**src/rtl/mdsup_pkg.sv**
```systemverilog
package mdsup_pkg;

  typedef enum logic [1:0] {
    PH_WAKE = 2'd0,
    PH_RUN  = 2'd1,
    PH_STBY = 2'd2
  } phase_e;

  function automatic int us_to_cycles(input int clk_hz, input int us);
    int c;
    c = (clk_hz / 1000) * us / 1000;
    return (c < 2) ? 2 : c;
  endfunction

endpackage

```
**src/rtl/mdsup_idle_timer.sv**
```systemverilog
module mdsup_idle_timer #(
  parameter int CTL_W    = 4,
  parameter int STBY_CYC = 1000
) (
  input  logic             clk,
  input  logic             rst_n,
  input  logic [CTL_W-1:0] ctl_i,
  input  logic             hold_i,
  output logic             timeout_o
);
  localparam int CW = $clog2(STBY_CYC + 1);
  localparam logic [CW-1:0] LAST = CW'(STBY_CYC - 1);

  logic          all_low;
  logic [CW-1:0] cnt_q, cnt_d;
  logic          cnt_en;

  assign all_low = (ctl_i == '0);

  always_comb begin
    cnt_en = 1'b0;
    cnt_d  = cnt_q;
    if (hold_i || !all_low) begin
      cnt_en = (cnt_q != '0);
      cnt_d  = '0;
    end else if (cnt_q != LAST) begin
      cnt_en = 1'b1;
      cnt_d  = cnt_q + 1'b1;
    end
  end

  always_ff @(posedge clk or negedge rst_n) begin
    if (!rst_n) cnt_q <= '0;
    else if (cnt_en) cnt_q <= cnt_d;
  end

  assign timeout_o = all_low && !hold_i && (cnt_q == LAST);

  // a high control input leaves the count at zero on the next edge
  a_r2_timer_restart: assert property (@(posedge clk) disable iff (!rst_n)
    (!all_low) |=> (cnt_q == '0 && !timeout_o) || all_low);

endmodule

```
**src/rtl/mdsup_phase_fsm.sv**
```systemverilog
module mdsup_phase_fsm
  import mdsup_pkg::*;
#(
  parameter int CTL_W    = 4,
  parameter int WAKE_CYC = 30
) (
  input  logic             clk,
  input  logic             rst_n,
  input  logic [CTL_W-1:0] ctl_i,
  input  logic             timeout_i,
  output phase_e           phase_o,
  output logic             wake_pulse_o
);
  localparam int WW = $clog2(WAKE_CYC + 1);
  localparam logic [WW-1:0] WLAST = WW'(WAKE_CYC - 1);

  phase_e        ph_q, ph_d;
  logic [WW-1:0] wc_q, wc_d;
  logic          any_high;

  assign any_high = (ctl_i != '0);

  always_comb begin
    ph_d         = ph_q;
    wc_d         = wc_q;
    wake_pulse_o = 1'b0;
    unique case (ph_q)
      PH_WAKE: begin
        if (timeout_i) begin
          ph_d = PH_STBY;
          wc_d = '0;
        end else if (wc_q == WLAST) begin
          ph_d = PH_RUN;
          wc_d = '0;
        end else begin
          wc_d = wc_q + 1'b1;
        end
      end
      PH_RUN: begin
        if (timeout_i) ph_d = PH_STBY;
      end
      PH_STBY: begin
        if (any_high) begin
          ph_d         = PH_WAKE;
          wc_d         = '0;
          wake_pulse_o = 1'b1;
        end
      end
      default: begin
        ph_d = PH_WAKE;
        wc_d = '0;
      end
    endcase
  end

  always_ff @(posedge clk or negedge rst_n) begin
    if (!rst_n) begin
      ph_q <= PH_WAKE;
      wc_q <= '0;
    end else begin
      ph_q <= ph_d;
      wc_q <= wc_d;
    end
  end

  assign phase_o = ph_q;

  // leaving standby always passes through the settling phase
  a_r3_wake_first: assert property (@(posedge clk) disable iff (!rst_n)
    (ph_q == PH_STBY && any_high) |=> (ph_q == PH_WAKE));

  // run is only reached from the settling phase
  a_r3_run_from_wake: assert property (@(posedge clk) disable iff (!rst_n)
    (ph_q == PH_RUN && $past(ph_q) != PH_RUN) |-> ($past(ph_q) == PH_WAKE));

endmodule

```
**src/rtl/mdsup_fault_latch.sv**
```systemverilog
module mdsup_fault_latch (
  input  logic clk,
  input  logic rst_n,
  input  logic flag_i,
  input  logic stby_i,
  input  logic clr_i,
  output logic lat_o
);
  logic lat_q, lat_d, lat_en;

  always_comb begin
    lat_d  = lat_q;
    lat_en = 1'b0;
    if (clr_i) begin
      lat_d  = 1'b0;
      lat_en = lat_q;
    end else if (flag_i && !stby_i) begin
      lat_d  = 1'b1;
      lat_en = !lat_q;
    end
  end

  always_ff @(posedge clk or negedge rst_n) begin
    if (!rst_n) lat_q <= 1'b0;
    else if (lat_en) lat_q <= lat_d;
  end

  assign lat_o = lat_q;

  // a set latch survives everything except a clear
  a_r7_latch_holds: assert property (@(posedge clk) disable iff (!rst_n)
    (lat_q && !clr_i) |=> lat_q);

  // a flag outside standby sets the latch
  a_r6_latch_sets: assert property (@(posedge clk) disable iff (!rst_n)
    (flag_i && !stby_i && !clr_i) |=> lat_q);

endmodule

```
**src/rtl/motor_standby_supervisor.sv**
```systemverilog
module motor_standby_supervisor
  import mdsup_pkg::*;
#(
  parameter int CLK_HZ   = 1_000_000,
  parameter int STBY_US  = 1000,
  parameter int WAKE_US  = 30,
  parameter int N_BRIDGE = 2
) (
  input  logic                  clk,
  input  logic                  rst_n,
  input  logic [2*N_BRIDGE-1:0] ctl_in,
  input  logic [N_BRIDGE-1:0]   ocp_flag,
  input  logic                  uv_flag,
  input  logic                  ot_flag,
  output logic                  standby_o,
  output logic                  ready_o,
  output logic [N_BRIDGE-1:0]   bridge_en_o
);
  localparam int CTL_W    = 2 * N_BRIDGE;
  localparam int STBY_CYC = us_to_cycles(CLK_HZ, STBY_US);
  localparam int WAKE_CYC = us_to_cycles(CLK_HZ, WAKE_US);

  logic   rs_meta_q, rs_q;
  logic   timeout;
  logic   wake_pulse;
  logic   in_stby;
  phase_e phase;
  logic [N_BRIDGE-1:0] fault_lat;

  always_ff @(posedge clk or negedge rst_n) begin
    if (!rst_n) begin
      rs_meta_q <= 1'b0;
      rs_q      <= 1'b0;
    end else begin
      rs_meta_q <= 1'b1;
      rs_q      <= rs_meta_q;
    end
  end

  assign in_stby = (phase == PH_STBY);

  mdsup_idle_timer #(.CTL_W(CTL_W), .STBY_CYC(STBY_CYC)) u_idle (
    .clk       (clk),
    .rst_n     (rs_q),
    .ctl_i     (ctl_in),
    .hold_i    (in_stby),
    .timeout_o (timeout)
  );

  mdsup_phase_fsm #(.CTL_W(CTL_W), .WAKE_CYC(WAKE_CYC)) u_fsm (
    .clk          (clk),
    .rst_n        (rs_q),
    .ctl_i        (ctl_in),
    .timeout_i    (timeout),
    .phase_o      (phase),
    .wake_pulse_o (wake_pulse)
  );

  for (genvar b = 0; b < N_BRIDGE; b++) begin : g_br
    mdsup_fault_latch u_lat (
      .clk    (clk),
      .rst_n  (rs_q),
      .flag_i (ocp_flag[b]),
      .stby_i (in_stby),
      .clr_i  (wake_pulse),
      .lat_o  (fault_lat[b])
    );
    assign bridge_en_o[b] = ready_o && !fault_lat[b] && !ocp_flag[b]
                            && !uv_flag && !ot_flag;
  end

  assign standby_o = in_stby;
  assign ready_o   = (phase == PH_RUN);

  // ready and standby never coincide
  a_r5_ready_excl: assert property (@(posedge clk) disable iff (!rs_q)
    !(ready_o && standby_o));

  // standby only begins after an all-low sample
  a_r1_stby_entry: assert property (@(posedge clk) disable iff (!rs_q)
    $rose(standby_o) |-> ($past(ctl_in) == '0));

  // undervoltage keeps every bridge off
  a_r8_uv_off: assert property (@(posedge clk) disable iff (!rs_q)
    uv_flag |-> (bridge_en_o == '0));

  // over-temperature keeps every bridge off
  a_r9_ot_off: assert property (@(posedge clk) disable iff (!rs_q)
    ot_flag |-> (bridge_en_o == '0));

endmodule

```
**config.mk**
```make
export PLATFORM = sky130hd
export DESIGN_NAME = motor_standby_supervisor
export DESIGN_NICKNAME = d
export VERILOG_FILES = /design/src/rtl/mdsup_pkg.sv /design/src/rtl/mdsup_idle_timer.sv /design/src/rtl/mdsup_phase_fsm.sv /design/src/rtl/mdsup_fault_latch.sv /design/src/rtl/motor_standby_supervisor.sv
export SDC_FILE = /design/constraint.sdc
export NUM_CORES = 1
export LEC_CHECK = 0
export ABC_CLOCK_PERIOD_IN_PS = 3200
export BUFFER_PORTS_ARGS = -buffer_cell sky130_fd_sc_hd__buf_4
export CORE_MARGIN = 3
export CORE_UTILIZATION = 55
export CTS_CLUSTER_DIAMETER = 200
export DETAILED_ROUTE_END_ITERATION = 10
export GPL_TIMING_DRIVEN = 0
export HOLD_SLACK_MARGIN = 0.12
export PLACE_DENSITY = 0.83
export SYNTH_ARGS = -nofsm -noshare
export SYNTH_HDL_FRONTEND = slang
export SYNTH_HIERARCHICAL = 1
export SYNTH_SLANG_ARGS = --single-unit
```
**constraint.sdc**
```tcl
create_clock -name clk -period 3.2 [get_ports clk]
set_clock_uncertainty 0.2 [all_clocks]
set_input_delay 0.64 -clock clk [delete_from_list [all_inputs] [get_ports clk]]
set_output_delay 0.64 -clock clk [all_outputs]
set_load 0.01 [all_outputs]
```
# Word level (Yosys, flattened, before mapping)
# Cells that the tools add are included.
# Widths: inputs -> output; s select.
dict set report classes {
  n_addsub 2
  n_eq_ne 8
  n_mux 23
  bitwise 1
  n_reduce_logical 33
}
# operator count
set op_table {}
lappend op_table {{$mux 10} 2}
lappend op_table {{$mux 5} 3}
lappend op_table {{$pmux 5 s3} 1}
lappend op_table {{$logic_and 1x1->1} 12}
lappend op_table {{$mux 1} 12}
lappend op_table {{$add 10x1->10 const B} 1}
lappend op_table {{$eq 10x10->1 const B} 1}
lappend op_table {{$ne 10x10->1 const B} 1}
lappend op_table {{$reduce_bool 10->1} 1}
lappend op_table {{$logic_not 1->1} 8}
lappend op_table {{$mux 2} 4}
lappend op_table {{$reduce_and 2->1} 4}
lappend op_table {{$pmux 2 s3} 1}
lappend op_table {{$reduce_bool 2->1} 3}
lappend op_table {{$add 5x1->5 const B} 1}
lappend op_table {{$eq 5x5->1 const B} 1}
lappend op_table {{$logic_not 4->1} 1}
lappend op_table {{$ne 2x1->1 const B} 2}
lappend op_table {{$reduce_bool 4->1} 1}
lappend op_table {{$ne 3x2->1 const B} 1}
lappend op_table {{$reduce_and 3->1} 1}
lappend op_table {{$eq 2x1->1 const B} 1}
lappend op_table {{$eq 2x2->1 const B} 1}
lappend op_table {{$logic_not 2->1} 1}
lappend op_table {{other kinds (2)} 2}
dict set report word_totals {
  inputBits 10
  reg_bits 21
  output_inout_bits 4
}

# Depth between registers and ports, before layout
dict set report logic_depth {
  depth_word 6
  mapped_depth 7
  mapped_depth_nobuf 7
}

# Hierarchy
# Netlist, hierarchy kept.
# mod instances cells_per_inst seq_area_each_um2 area_per_inst_um2
set by_module_without_submodules {}
lappend by_module_without_submodules {mdsup_idle_timer 1 64 250.2 609.3}
lappend by_module_without_submodules {mdsup_phase_fsm 1 41 175.2 412.9}
lappend by_module_without_submodules {mdsup_fault_latch 2 4 25.0 43.8}
lappend by_module_without_submodules {motor_standby_supervisor 1 8 50.0 87.6}

# Least setup slack after synthesis
# No wires, ideal clock.
dict set report synth_timing {
  path_kind {input port to output port}
  from {input uv_flag}
  to {output bridge_en_o[0]}
  stages 2
  arrival_ps 1448
  setup_slack_ps 912
  path_cell_list {or4b_1 -> nor3_1}
}
dict set report synth_between {
  elab_chain_cells 3
}
# element line
set synth_lines {}
lappend synth_lines {{from (decl)} motor_standby_supervisor.sv:13} ;# input logic uv_flag,
lappend synth_lines {{$logic_not 1->1} motor_standby_supervisor.sv:69} ;# && !uv_flag && !ot_flag;
lappend synth_lines {{$logic_and 1x1->1 (2 in series)} motor_standby_supervisor.sv:69}
lappend synth_lines {{to (decl)} motor_standby_supervisor.sv:17} ;# output logic [N_BRIDGE-1:0] bridge_en_o
# No other way between the ends.

# Worst setup path in the final report
dict set report layout_timing {
  from {register u_fsm.ph_q[1] (netlist: u_fsm/phase_o[1])}
  to {output bridge_en_o[1]}
}
dict set report layout_between {
  elab_chain_cells 5
}
# element line
set layout_lines {}
lappend layout_lines {{from (decl)} mdsup_phase_fsm.sv:17} ;# phase_e ph_q, ph_d;
lappend layout_lines {{from (signal assigned)} mdsup_phase_fsm.sv:61} ;# ph_q <= ph_d;
lappend layout_lines {{$eq 2x1->1} motor_standby_supervisor.sv:73} ;# assign ready_o = (phase == PH_RUN);
lappend layout_lines {{$logic_and 1x1->1 (2 in series)} motor_standby_supervisor.sv:68} ;# assign bridge_en_o[b] = ready_o && !fault_lat[b] && !ocp_flag[b]
lappend layout_lines {{$logic_and 1x1->1 (2 in series)} motor_standby_supervisor.sv:69}
# No other way between the ends.

==> reports/qor.csv <==
stage,metric,value,unit
clock_tree,Clock Path Buffers,2,
global_routing,total grt overflow,0,
floorplan,Cell Rows,16,
floorplan,die area,0.002773,sq mm
route,DRT antenna net count,0,
place,routability cong.,0.8190,
logic_synthesis,Synth Flop Type,dfrtp_1,
sta,Sum Neg Setup Slack,0,ns
global_routing,pin count of the biggest net entering global routing,20,
place,Worst Setup Slack post-DPL,0.6781,ns
worst_setup_path,CP required,2.36,ns
power,total power draw,0.5018,mW
worst_setup_path,Setup CP Type,reg -> out,
flow_run,MaxCap Viol Count,0,
power,leak pwr,0.6035,nW
clock_tree,Clock transition at path regs,0.11,ns
logic_synthesis,ys async rst share,1.000,
sta,Max Transition Viols Final,0,
cells_and_area,nets@finish,154,
route,routed length per instance,14.25,um
clock_tree,number of post-CTS setup repair buffers,0,
cells_and_area,Antenna diodes,0,
sta,"Hold Vio Cnt, Final",0,
global_routing,vias in the first global route,935,
cells_and_area,post-route cell area,0.001365,sq mm
power,P per Cell Area,367.6,mW/mm^2
sta,clock period minus worst slack,2.517,ns
worst_hold_path,Hold Path Class,reg -> async,
logic_synthesis,#FFs+latches synth,21,
worst_setup_path,Crit-path slowest cell,or4b_1,
logic_synthesis,Yosys cell types,41,
logic_synthesis,post-synthesis sequential area ratio,0.4389,
worst_setup_path,Critical Path AT,1.68,ns
route,number of DRC markers in iteration 0,25,
run_status,outcome,completed,
sta,Rel. slew slack,0.4946,
logic_synthesis,Yosys warnings,6,
logic_synthesis,cell area after synthesis,0.001197,sq mm
clock_tree,worst-skew pair later-pin latency,0.31,ns
worst_setup_path,CP startpoint kind,flip-flop,
logic_synthesis,syn nets,135,
cells_and_area,share of cells above drive strength 1,0.1727,
worst_setup_path,"slowest stage delay, CP",0.56,ns
clock_tree,CTS Sinks,21,
sta,Max Clk Rate,397.2,MHz
route,Post-Route WL,2365,um
cells_and_area,Area Overhead vs Synth,14.00,%
logic_synthesis,Post-synth EDFFs,0,
clock_tree,# H-tree levels,1,
worst_setup_path,worst path buffer plus inverter count,1,
cells_and_area,"commonest non-fill, non-tap cell in the layout",dfrtp_1,
power,worst vdd ir,0.0003277,V
worst_setup_path,flop2flop setup slack,0.85,ns
worst_setup_path,Worst setup EP type,output pin,
sta,Final Worst Setup Slack,0.6826,ns
sta,Worst-Margin Slew,0.7582,ns
floorplan,Initial Util,0.5981,
place,Post-DP Area,0.001329,sq mm
sta,RSZ-0062 raised after global routing,no,
route,vias per cell,5.886,
floorplan,core box area,0.002002,sq mm
worst_setup_path,crit-path max FO,8,
sta,Hold Slack,0.1206,ns
logic_synthesis,Post-Synthesis Cells,121,
worst_setup_path,CP Cell Sequence,or4b_1 > nor3_1 > buf_4,
global_routing,GRT Util Overall,0.2008,
global_routing,first-pass GRT wire length,4022,um
floorplan,Die Ht,52.66,um
cells_and_area,"commonest non-fill, non-tap cells in the layout","dfrtp_1 (21), buf_4 (13), inv_1 (9)",
place,Inst Count DP,161,
cells_and_area,final core utilization,0.6819,
clock_tree,CTS tree,built,
worst_setup_path,"CP delay by family, top",simple AND/OR/NAND/NOR gates,
route,via count,977,
cells_and_area,Fillers,163,
place,HPWL after DPL,1782,um
clock_tree,root buf cell,clkbuf_4,
floorplan,I/O Pins,14,
global_routing,initial antenna violation count,0,
sta,Final Cycle Share,0.7867,
clock_tree,TritonCTS buffer count,3,
cells_and_area,final cell count without fillers,166,
place,Port Buffers,13,
sta,# setup viols final,0,
logic_synthesis,syn_area_per_cell,9.896,sq um
floorplan,Die W,52.66,um
route,drt first pass iters,4,
route,Post-route DRC,0,
[routing by layer]
metal / part of all wire / track usage / vias up / routed length (um)
li1: - / - / 480 / -
met1: 0.43 / 0.2284 / 464 / 1013
met2: 0.49 / 0.3533 / 30 / 1161
met3: 0.070 / 0.06268 / 3 / 166
met4: 0.011 / 0.06383 / 0 / 25
met5: 0 / 0 / - / 0
[path summary, 6_finish.rpt]
| check | from | end | depth (start not counted) |
|---|---|---|---|
| max | u_fsm/phase_o[1]$_DFFE_PN0P_ | bridge_en_o[1] | 3 |
| min | rs_q$_DFF_PN0_ | u_idle/cnt_q[6]$_DFFE_PN0P_ | 0 |
| max reg2reg | u_idle/cnt_q[1]$_DFFE_PN0P_ | u_fsm/wc_q[3]$_DFFE_PN0P_ | 7 |
| min reg2reg | rs_q$_DFF_PN0_ | u_idle/cnt_q[6]$_DFFE_PN0P_ | 0 |
| max in group asynchronous | rs_q$_DFF_PN0_ | u_idle/cnt_q[0]$_DFFE_PN0P_ | 0 |
| min in group clk | rs_meta_q$_DFF_PN0_ | rs_q$_DFF_PN0_ | 0 |
[cell families (layout without fill, tap and decap cells)]
group | Yosys count | in the layout | synth area share
and+or+nand+nor | 56 | 56 | 0.3083
AOI/OAI and AO/OA | 24 | 24 | 0.1348
DFF | 21 | 21 | 0.4389
buffers and inverters | 10 | 28 | 0.03134
adders and majority gates | 4 | 4 | 0.04180
muxes | 3 | 3 | 0.02717
xor gates and xnor gates | 2 | 2 | 0.01463
other | 1 | 1 | 0.003132
[cells in the mapped netlist, types with 3 or more instances]
library cell | number | area [sq um]
a21oi_1 | 7 | 35.03
dfrtp_1 | 21 | 525.5
ha_1 | 4 | 50.05
inv_1 | 9 | 33.78
nand2_1 | 7 | 26.28
nand2b_1 | 3 | 18.77
nand3_1 | 4 | 20.02
nand4_1 | 3 | 18.77
nor2_1 | 7 | 26.28
nor2b_1 | 4 | 25.02
nor3_1 | 7 | 35.03
o21ai_0 | 3 | 15.01
o22ai_1 | 3 | 18.77
or3_1 | 3 | 18.77
[cell type report]
type	count	area (sq um)	share of cell area
multi-input cells	90	634.4	0.4647
flip-flops and latches	21	525.5	0.3850
repair buffers	14	107.6	0.07883
inverters	9	33.78	0.02475
well taps	27	33.78	0.02475
clock buffers	4	26.28	0.01925
plain buffers	1	3.754	0.002750
[state kept, by name, indices dropped and copies added, names as in the netlist]
| signal | flops |
|---|---|
| u_fsm/phase_o | 2 |
| u_idle/cnt_q | 10 |
| rs_q | 1 |
| g_br.u_lat/lat_o | 2 |
| rs_meta_q | 1 |
| u_fsm/wc_q | 5 |
[report_power, final]
part	leakage (nW)	total, mW	switching, mW	internal [mW]
clock	0.0150	0.126	0.0768	0.0488
sequential	0.272	0.290	0.0154	0.275
combinational	0.316	0.0862	0.0383	0.0479
[timing repair]
action / in CTS / in global routing
resized for setup: 0 / 0
hold buffers: 1 / 0
hold endpoints to repair: 2 / 0
Power figures use the tool's default switching activity.
